===== src/rtl/irq_router_pkg.sv =====
package irq_router_pkg;
  localparam int SRC_PER_GRP = 4;
  localparam int CTL_W       = 2 * SRC_PER_GRP;
  localparam int PEND_W      = 2 * SRC_PER_GRP + 2;
  localparam int BIT_TMR     = 0;
  localparam int BIT_MBX     = SRC_PER_GRP;
  localparam int BIT_GPU     = 2 * SRC_PER_GRP;
  localparam int BIT_PMU     = BIT_GPU + 1;

  // address group held in bus_addr[7:4]
  localparam logic [3:0] GRP_MISC = 4'h0;
  localparam logic [3:0] GRP_PMU  = 4'h1;
  localparam logic [3:0] GRP_TMR  = 4'h4;
  localparam logic [3:0] GRP_MBX  = 4'h5;
  localparam logic [3:0] GRP_IRQP = 4'h6;
  localparam logic [3:0] GRP_FIQP = 4'h7;

  localparam logic [1:0] IDX_ROUTE   = 2'd3;
  localparam logic [1:0] IDX_PMU_SET = 2'd0;
  localparam logic [1:0] IDX_PMU_CLR = 2'd1;

  // sources kept on the IRQ side: IRQ-enabled and not claimed by FIQ
  function automatic logic [SRC_PER_GRP-1:0] irq_side(
    input logic [SRC_PER_GRP-1:0] src,
    input logic [CTL_W-1:0]       ctl
  );
    return src & ctl[SRC_PER_GRP-1:0] & ~ctl[CTL_W-1:SRC_PER_GRP];
  endfunction

  function automatic logic [SRC_PER_GRP-1:0] fiq_side(
    input logic [SRC_PER_GRP-1:0] src,
    input logic [CTL_W-1:0]       ctl
  );
    return src & ctl[CTL_W-1:SRC_PER_GRP];
  endfunction
endpackage


===== src/rtl/irq_router_regs.sv =====
module irq_router_regs
  import irq_router_pkg::*;
#(
  parameter int NCORE = 4,
  parameter int AW    = 8,
  parameter int DW    = 32,
  localparam int CW   = $clog2(NCORE)
) (
  input  logic                        clk,
  input  logic                        rst_n,
  input  logic                        bus_we,
  input  logic [AW-1:0]               bus_addr,
  input  logic [DW-1:0]               bus_wdata,
  output logic [NCORE-1:0][CTL_W-1:0] tmr_ctl,
  output logic [NCORE-1:0][CTL_W-1:0] mbx_ctl,
  output logic [2*CW-1:0]             gpu_route,
  output logic [NCORE-1:0]            pmu_mask
);
  logic [3:0] grp;
  logic [1:0] idx;
  logic       unused_wbits;

  assign grp = bus_addr[7:4];
  assign idx = bus_addr[3:2];
  assign unused_wbits = ^{bus_addr[1:0], bus_wdata[DW-1:CTL_W]};

  always_ff @(posedge clk or negedge rst_n) begin
    if (!rst_n) begin
      gpu_route <= '0;
      pmu_mask  <= '0;
    end else if (bus_we) begin
      if (grp == GRP_MISC && idx == IDX_ROUTE)
        gpu_route <= bus_wdata[2*CW-1:0];
      if (grp == GRP_PMU && idx == IDX_PMU_SET)
        pmu_mask <= pmu_mask | bus_wdata[NCORE-1:0];
      if (grp == GRP_PMU && idx == IDX_PMU_CLR)
        pmu_mask <= pmu_mask & ~bus_wdata[NCORE-1:0];
    end
  end

  for (genvar c = 0; c < NCORE; c++) begin : g_core_ctl
    always_ff @(posedge clk or negedge rst_n) begin
      if (!rst_n) begin
        tmr_ctl[c] <= '0;
        mbx_ctl[c] <= '0;
      end else if (bus_we && idx == 2'(c)) begin
        if (grp == GRP_TMR) tmr_ctl[c] <= bus_wdata[CTL_W-1:0];
        if (grp == GRP_MBX) mbx_ctl[c] <= bus_wdata[CTL_W-1:0];
      end
    end
  end
endmodule


===== src/rtl/irq_core_gate.sv =====
module irq_core_gate
  import irq_router_pkg::*;
(
  input  logic [SRC_PER_GRP-1:0] tmr_src,
  input  logic [SRC_PER_GRP-1:0] mbx_src,
  input  logic [CTL_W-1:0]       tmr_ctl,
  input  logic [CTL_W-1:0]       mbx_ctl,
  input  logic                   gpu_irq_hit,
  input  logic                   gpu_fiq_hit,
  input  logic                   pmu_hit,
  output logic [PEND_W-1:0]      irq_pend,
  output logic [PEND_W-1:0]      fiq_pend,
  output logic                   irq_out,
  output logic                   fiq_out
);
  always_comb begin
    irq_pend = '0;
    fiq_pend = '0;
    irq_pend[BIT_TMR +: SRC_PER_GRP] = irq_side(tmr_src, tmr_ctl);
    irq_pend[BIT_MBX +: SRC_PER_GRP] = irq_side(mbx_src, mbx_ctl);
    irq_pend[BIT_GPU]                = gpu_irq_hit;
    irq_pend[BIT_PMU]                = pmu_hit;
    fiq_pend[BIT_TMR +: SRC_PER_GRP] = fiq_side(tmr_src, tmr_ctl);
    fiq_pend[BIT_MBX +: SRC_PER_GRP] = fiq_side(mbx_src, mbx_ctl);
    fiq_pend[BIT_GPU]                = gpu_fiq_hit;
  end

  assign irq_out = |irq_pend;
  assign fiq_out = |fiq_pend;
endmodule


===== src/rtl/irq_router.sv =====
module irq_router
  import irq_router_pkg::*;
#(
  parameter int NCORE = 4,
  parameter int AW    = 8,
  parameter int DW    = 32,
  localparam int CW   = $clog2(NCORE),
  localparam int NSRC = NCORE * SRC_PER_GRP
) (
  input  logic             clk,
  input  logic             rst_n,
  input  logic             bus_we,
  input  logic [AW-1:0]    bus_addr,
  input  logic [DW-1:0]    bus_wdata,
  output logic [DW-1:0]    bus_rdata,
  input  logic [NSRC-1:0]  tmr_lines,
  input  logic [NSRC-1:0]  mbx_lines,
  input  logic             gpu_irq_line,
  input  logic             gpu_fiq_line,
  input  logic [NCORE-1:0] pmu_lines,
  output logic [NCORE-1:0] core_irq,
  output logic [NCORE-1:0] core_fiq
);
  logic [NCORE-1:0][CTL_W-1:0]  tmr_ctl;
  logic [NCORE-1:0][CTL_W-1:0]  mbx_ctl;
  logic [2*CW-1:0]              gpu_route;
  logic [NCORE-1:0]             pmu_mask;
  logic [NCORE-1:0][PEND_W-1:0] irq_pend;
  logic [NCORE-1:0][PEND_W-1:0] fiq_pend;
  logic [3:0]                   rd_grp;
  logic [1:0]                   rd_idx;

  irq_router_regs #(.NCORE(NCORE), .AW(AW), .DW(DW)) u_regs (
    .clk       (clk),
    .rst_n     (rst_n),
    .bus_we    (bus_we),
    .bus_addr  (bus_addr),
    .bus_wdata (bus_wdata),
    .tmr_ctl   (tmr_ctl),
    .mbx_ctl   (mbx_ctl),
    .gpu_route (gpu_route),
    .pmu_mask  (pmu_mask)
  );

  for (genvar c = 0; c < NCORE; c++) begin : g_core
    irq_core_gate u_gate (
      .tmr_src     (tmr_lines[c*SRC_PER_GRP +: SRC_PER_GRP]),
      .mbx_src     (mbx_lines[c*SRC_PER_GRP +: SRC_PER_GRP]),
      .tmr_ctl     (tmr_ctl[c]),
      .mbx_ctl     (mbx_ctl[c]),
      .gpu_irq_hit (gpu_irq_line && gpu_route[CW-1:0] == CW'(c)),
      .gpu_fiq_hit (gpu_fiq_line && gpu_route[2*CW-1:CW] == CW'(c)),
      .pmu_hit     (pmu_lines[c] && pmu_mask[c]),
      .irq_pend    (irq_pend[c]),
      .fiq_pend    (fiq_pend[c]),
      .irq_out     (core_irq[c]),
      .fiq_out     (core_fiq[c])
    );
  end

  assign rd_grp = bus_addr[7:4];
  assign rd_idx = bus_addr[3:2];

  always_comb begin
    bus_rdata = '0;
    if (rd_grp == GRP_MISC && rd_idx == IDX_ROUTE)
      bus_rdata[2*CW-1:0] = gpu_route;
    if (rd_grp == GRP_PMU && (rd_idx == IDX_PMU_SET || rd_idx == IDX_PMU_CLR))
      bus_rdata[NCORE-1:0] = pmu_mask;
    for (int c = 0; c < NCORE; c++) begin
      if (rd_idx == 2'(c)) begin
        if (rd_grp == GRP_TMR)  bus_rdata[CTL_W-1:0]  = tmr_ctl[c];
        if (rd_grp == GRP_MBX)  bus_rdata[CTL_W-1:0]  = mbx_ctl[c];
        if (rd_grp == GRP_IRQP) bus_rdata[PEND_W-1:0] = irq_pend[c];
        if (rd_grp == GRP_FIQP) bus_rdata[PEND_W-1:0] = fiq_pend[c];
      end
    end
  end
endmodule


===== config.mk =====
export PLATFORM = sky130hd
export DESIGN_NAME = irq_router
export DESIGN_NICKNAME = d
export VERILOG_FILES = /design/src/rtl/irq_router_pkg.sv /design/src/rtl/irq_router_regs.sv /design/src/rtl/irq_core_gate.sv /design/src/rtl/irq_router.sv
export SDC_FILE = /design/constraint.sdc
export NUM_CORES = 1
export LEC_CHECK = 0
export ABC_CLOCK_PERIOD_IN_PS = 5100
export BUFFER_PORTS_ARGS = -buffer_cell sky130_fd_sc_hd__buf_2
export CAP_MARGIN = 10
export CORE_UTILIZATION = 59
export CTS_CLUSTER_DIAMETER = 80
export CTS_CLUSTER_SIZE = 14
export DETAILED_ROUTE_END_ITERATION = 6
export HOLD_SLACK_MARGIN = 0.12
export PLACE_DENSITY = 0.84
export SLEW_MARGIN = 25
export SYNTH_ARGS = -nofsm -noshare
export SYNTH_HDL_FRONTEND = slang
export SYNTH_SLANG_ARGS = --single-unit

===== constraint.sdc =====
create_clock -name clk -period 5.1 [get_ports clk]
set_clock_uncertainty 0.15 [all_clocks]
set_input_delay 0.765 -clock clk [delete_from_list [all_inputs] [get_ports clk]]
set_output_delay 0.765 -clock clk [all_outputs]
set_load 0.01 [all_outputs]

# Word level (Yosys, flattened, before mapping)
# Index checks and enable logic that the tools add are counted.
[totals]
ff_bits = 72
latchBits = 0
mem_bits_rw = 0
rom_bits = 0
in_bits = 81
out_inout_bits = 40
wordCells = 127
n_memories = 0
[op_classes]
add_sub_neg = 0
mul = 0
n_div = 0
magnitude_cmp = 0
n_eq_ne = 14
shift = 0
muxes = 24
bitwise = 35
n_reduce_logical = 44
[op_table]
columns = ["operator", "count"]
rows = [
  ["$mux 10", 12],
  ["$and 4x4->4", 25],
  ["$mux 8", 8],
  ["$reduce_or 10->1", 4],
  ["$not 4->4", 9],
  ["$reduce_or 9->1", 4],
  ["$logic_and 1x1->1", 20],
  ["$reduce_and 2->1", 10],
  ["$eq 4x3->1 const B", 4],
  ["$mux 4", 4],
  ["$eq 2x2->1 const B", 6],
  ["$eq 2x1->1 const B", 3],
  ["$logic_not 2->1", 3],
  ["$eq 4x1->1 const B", 1],
  ["$logic_not 4->1", 1],
  ["$or 4x4->4", 1],
  ["$reduce_bool 2->1", 1],
  ["$logic_or 1x1->1", 1],
]

# Longest topological paths before layout
[logic_depth]
depth_word = 24
mapped_depth = 8
mapped_depth_nobuf = 5

# By module
# Synthesis repeated with hierarchy kept, for this count alone.
[unflattened]
cells_unflattened = 520
area_unflattened_um2 = 5462.7
[modules_own_cells]
columns = ["mod", "n_inst", "cells_each", "area_each_um2", "seq_area_each_um2"]
rows = [
  ["irq_router_regs", 1, 175, 2822.7, 1801.7],
  ["irq_router", 1, 229, 1804.2, 0.0],
  ["irq_core_gate", 4, 29, 209.0, 0.0],
]

# Worst setup path before layout
# OpenSTA, ideal clock, no wires.
[synth_timing]
kind = "input port to output port"
startpoint = "input port bus_addr[4]"
endpoint = "output port bus_rdata[8]"
arrival_ps = 2002
required_time_ps = 4185
path_slack_ps = 2183
cell_stages = 5
n_path_buf = 2
cell_sequence = "buf_4 > inv_1 > buf_2 > mux4_2 > o21ai_0"
[synth_via]
elab_chain_len = 13
elab_cells_between_ends = 14
cone_classes = "eq/ne: 2; mux: 12"
[synth_lines]
columns = ["item", "line", "source"]
rows = [
  ["start, declared", "irq_router.sv:13", "input logic [AW-1:0] bus_addr,"],
  ["$eq 4x3->1", "irq_router.sv:74", "if (rd_grp == GRP_IRQP) bus_rdata[PEND_W-1:0] = irq_pend[c];"],
  ["$mux 10", "irq_router.sv:74", ""],
  ["$mux 10", "irq_router.sv:75", "if (rd_grp == GRP_FIQP) bus_rdata[PEND_W-1:0] = fiq_pend[c];"],
  ["$mux 10", "irq_router.sv:71", "if (rd_idx == 2'(c)) begin"],
  ["$mux 10", "irq_router.sv:74", ""],
  ["$mux 10", "irq_router.sv:75", ""],
  ["$mux 10", "irq_router.sv:71", ""],
  ["$mux 10", "irq_router.sv:74", ""],
  ["$mux 10", "irq_router.sv:75", ""],
  ["$mux 10", "irq_router.sv:71", ""],
  ["$mux 10", "irq_router.sv:74", ""],
  ["$mux 10", "irq_router.sv:75", ""],
  ["$mux 10 *", "irq_router.sv:71", ""],
  ["end, declared", "irq_router.sv:15", "output logic [DW-1:0] bus_rdata,"],
]
# Every way passes the cells marked *; elsewhere a longest branch is shown, timed or not.

# Worst setup path after layout
[layout_timing]
startpoint = "input port bus_addr[4]"
endpoint = "output port bus_rdata[3]"
[layout_via]
elab_chain_len = 24
elab_cells_between_ends = 30
cone_classes = "eq/ne: 5; mux: 22; reduce/logical: 3"
[layout_lines]
columns = ["item", "line", "source"]
rows = [
  ["$logic_not 4->1", "irq_router.sv:66", "if (rd_grp == GRP_MISC && rd_idx == IDX_ROUTE)"],
  ["$logic_and 1x1->1", "irq_router.sv:66", ""],
  ["$mux 4", "irq_router.sv:66", ""],
  ["$mux 4", "irq_router.sv:68", "if (rd_grp == GRP_PMU && (rd_idx == IDX_PMU_SET || rd_idx == IDX_PMU_CLR))"],
  ["$mux 8", "irq_router.sv:72", "if (rd_grp == GRP_TMR) bus_rdata[CTL_W-1:0] = tmr_ctl[c];"],
  ["$mux 8", "irq_router.sv:73", "if (rd_grp == GRP_MBX) bus_rdata[CTL_W-1:0] = mbx_ctl[c];"],
  ["$mux 10", "irq_router.sv:74", ""],
  ["$mux 10", "irq_router.sv:75", ""],
  ["[8 not listed]", "n/a", ""],
  ["$mux 10", "irq_router.sv:74", ""],
  ["$mux 10", "irq_router.sv:75", ""],
  ["$mux 10", "irq_router.sv:71", ""],
  ["$mux 8", "irq_router.sv:72", ""],
  ["$mux 8", "irq_router.sv:73", ""],
  ["$mux 10", "irq_router.sv:74", ""],
  ["$mux 10", "irq_router.sv:75", ""],
  ["$mux 10 *", "irq_router.sv:71", ""],
]
# Marked as above.

==> run metrics <==
DR pass1 iterations 6; Crit path max-delay family compound AO/OA/AOI/OAI gates; CP max stage delay 0.73 ns; Hold Path Class in2async; Port Buffer Count 72; Primary FF master, synth dfrtp_1; Crit path depth 7; Core Footprint 8678 um2; CP startpoint kind input port; HPWL Detailed 11.53 mm; Critical Path RT 4.18 ns; worst vdd ir 0.0001579 V; Clk Latency, worst-skew pair 0.35 ns; Worst Path Arrival 3.20 ns; post-route ant nets 0; total CTS buffers 9; status finished, final reports clean; Post-synth EDFFs 0; critical path class in2out; Rows 34; first-pass GRT wire length 25.36 mm; vias after detailed routing 5052; Fill cells 736; CTS root buf clkbuf_8; Slew headroom 43.50%; largest net degree at the start of global routing 73; met3 usage 7.825%; top cells by area, synth dfrtp_1 34%, mux2_2 15%, buf_4 4.8%; final WL 16.30 mm; fin nets 694; met2 Use GR 57.75%; FF-to-FF path depth 1; met1 GRT Util 50.03%; initial antenna violation count 0; sequential-to-total area share from yosys stat 34.15%; cts repair resizes 0; distinct cell type count after synthesis 59; GRT overflow 0; Top-Level Pins 121; Top Usage Layer GRT met2; Hold Buf Count CTS 0; Setup TNS 0 ns; worst-path cell chain buf_2 > and2_0 > a21oi_1 > o22ai_1 > a22oi_1 > a21oi_1 > buf_2; leakage 2.603 nW; Final Max Tran Viols 0; share of cells above drive strength 1 28.32%; sequential power share 45.2%; most frequent cells in the layout 72 x dfrtp_1, 72 x buf_2, 68 x mux2_2, 44 x nand2_1, 37 x a21oi_1; P&R area growth vs syn 8.347%; Worst path slowest cell and2_0; Synth Cell Area 5276 um2; post-synth top area cell dfrtp_1; Final min period 4.120 ns; Int Power 1.086 mW; vias in the first global route 4711; Starting Density 60.80%; GP Congestion 1.021; Post-CTS Setup Bufs 0; worst-path fanout max 40; Critical Path End Type primary output; Fin. Hold Viols 0; initial DRC count 673; Die ar. 9325 um2; vias per inst 6.959; Synth Instances 565; DR DRC count 0; yosys synthesis warning count 0; Clk pwr share 29.4%; routed len/inst 22.44 um; net switching power 0.5532 mW; Pwr Total 1.639 mW; crit share post-route 80.78%; CTS Sinks 72; GRT Total Usage 37.50%; PD cells 286.7 nW/um2; Bufs on Longest Clock Path 2; CP bufs+invs 2; worst hold slack 0.2622 ns; unrepaired setup endpoints after global routing false; Yosys top cell area share 34.15%; Comb pwr share 25.4%; Post-Syn Area per Cell 9.339 um2; max-cap viol count 0; final core occ 65.87%; # setup viols final 0; CTS H-tree lvls 3; chip height 96.57 um; ant diodes 0; CTS tree yes; Worst Tran Pin Value 0.8454 ns; FFs w/ async S/R, synth 100.0%; maximum clock rate 242.7 MHz; die width 96.57 um; Net Sw Frac 33.75%; Clock Pin Slew Worst Setup and Hold Paths 0.08 ns; flops & latches, synth 72
registers in the layout, summed over array words and instances, names as in the netlist, named ones only:
name and flops:
u_regs.gpu_route 4, u_regs.tmr_ctl 32, u_regs.mbx_ctl 32
kinds of logic (layout without fill, tap and decap cells):
kind of cell	count (synthesis)	in the layout	synth area share (%)
flip-flops	72	72	34.15
other	1	22	0.07107
multiplexers	80	80	17.03
AO/OA/AOI/OAI	152	152	19.26
buffers and inverters	84	116	9.035
AND/OR/NAND/NOR	174	174	20.13
XOR/XNOR	2	2	0.3321
stage by stage:
stage	worst slack (ns)	std cells	area (um2)
final	0.9801	726	5717
after global routing	0.8923	726	5717
after floorplan	2.183	586	5355
after CTS	1.076	725	5697
after global placement	1.122	709	5490
after detailed placement	1.104	709	5490
path summary, 6_finish.rpt:
path / from / endpoint / slack, ns
max reg2reg: u_regs.tmr_ctl[7] / u_regs.tmr_ctl[7] / 4.07
min: rst_n / u_regs.tmr_ctl[28] / 0.26
min reg2reg: flop / flop / 0.39
max in group asynchronous: rst_n / u_regs.mbx_ctl[3] / 3.96
min in group clk: flop / flop / 0.39
max: bus_addr[4] / bus_rdata[3] / 0.98
cell type report:
type	instances	area, um2	area share [%]
multi-input combinational	430	3077	53.82
sequential	72	1802	31.52
timing repair buffer	77	410.4	7.179
clock buffer	11	151.4	2.648
tap	108	135.1	2.364
inverter	23	86.33	1.510
clock inverter	5	55.05	0.9630
synth_stat cells (7+ instances only):
library cell and number:
nor2_1 13, a22oi_1 17, nand4_1 7, mux2_2 68
a21oi_1 37, o22ai_1 10, nand2b_1 21, a221oi_1 11
buf_4 34, nor3b_1 17, buf_2 15, nand3_1 15
nor2b_1 7, nand3b_1 19, mux2i_1 11, clkbuf_1 9
inv_1 23, dfrtp_1 72, o21ai_0 29, nand2_1 44
power by group through the flow:
stage | Sequential, mW | Combinational (mW) | Clock (mW)
floorplan | 0.716 | 0.318 | 0
global placement | 0.739 | 0.389 | 0
detailed placement | 0.746 | 0.403 | 0
CTS | 0.736 | 0.406 | 0.480
global route | 0.751 | 0.451 | 0.513
finish | 0.740 | 0.417 | 0.482
routing by layer:
metal	share of wire (%)	up-vias
li1	-	2142
met1	38	2413
met2	45	400
met3	12	97
met4	5.8	0
met5	0	-
No activity file was read; power rests on OpenSTA's default activity.
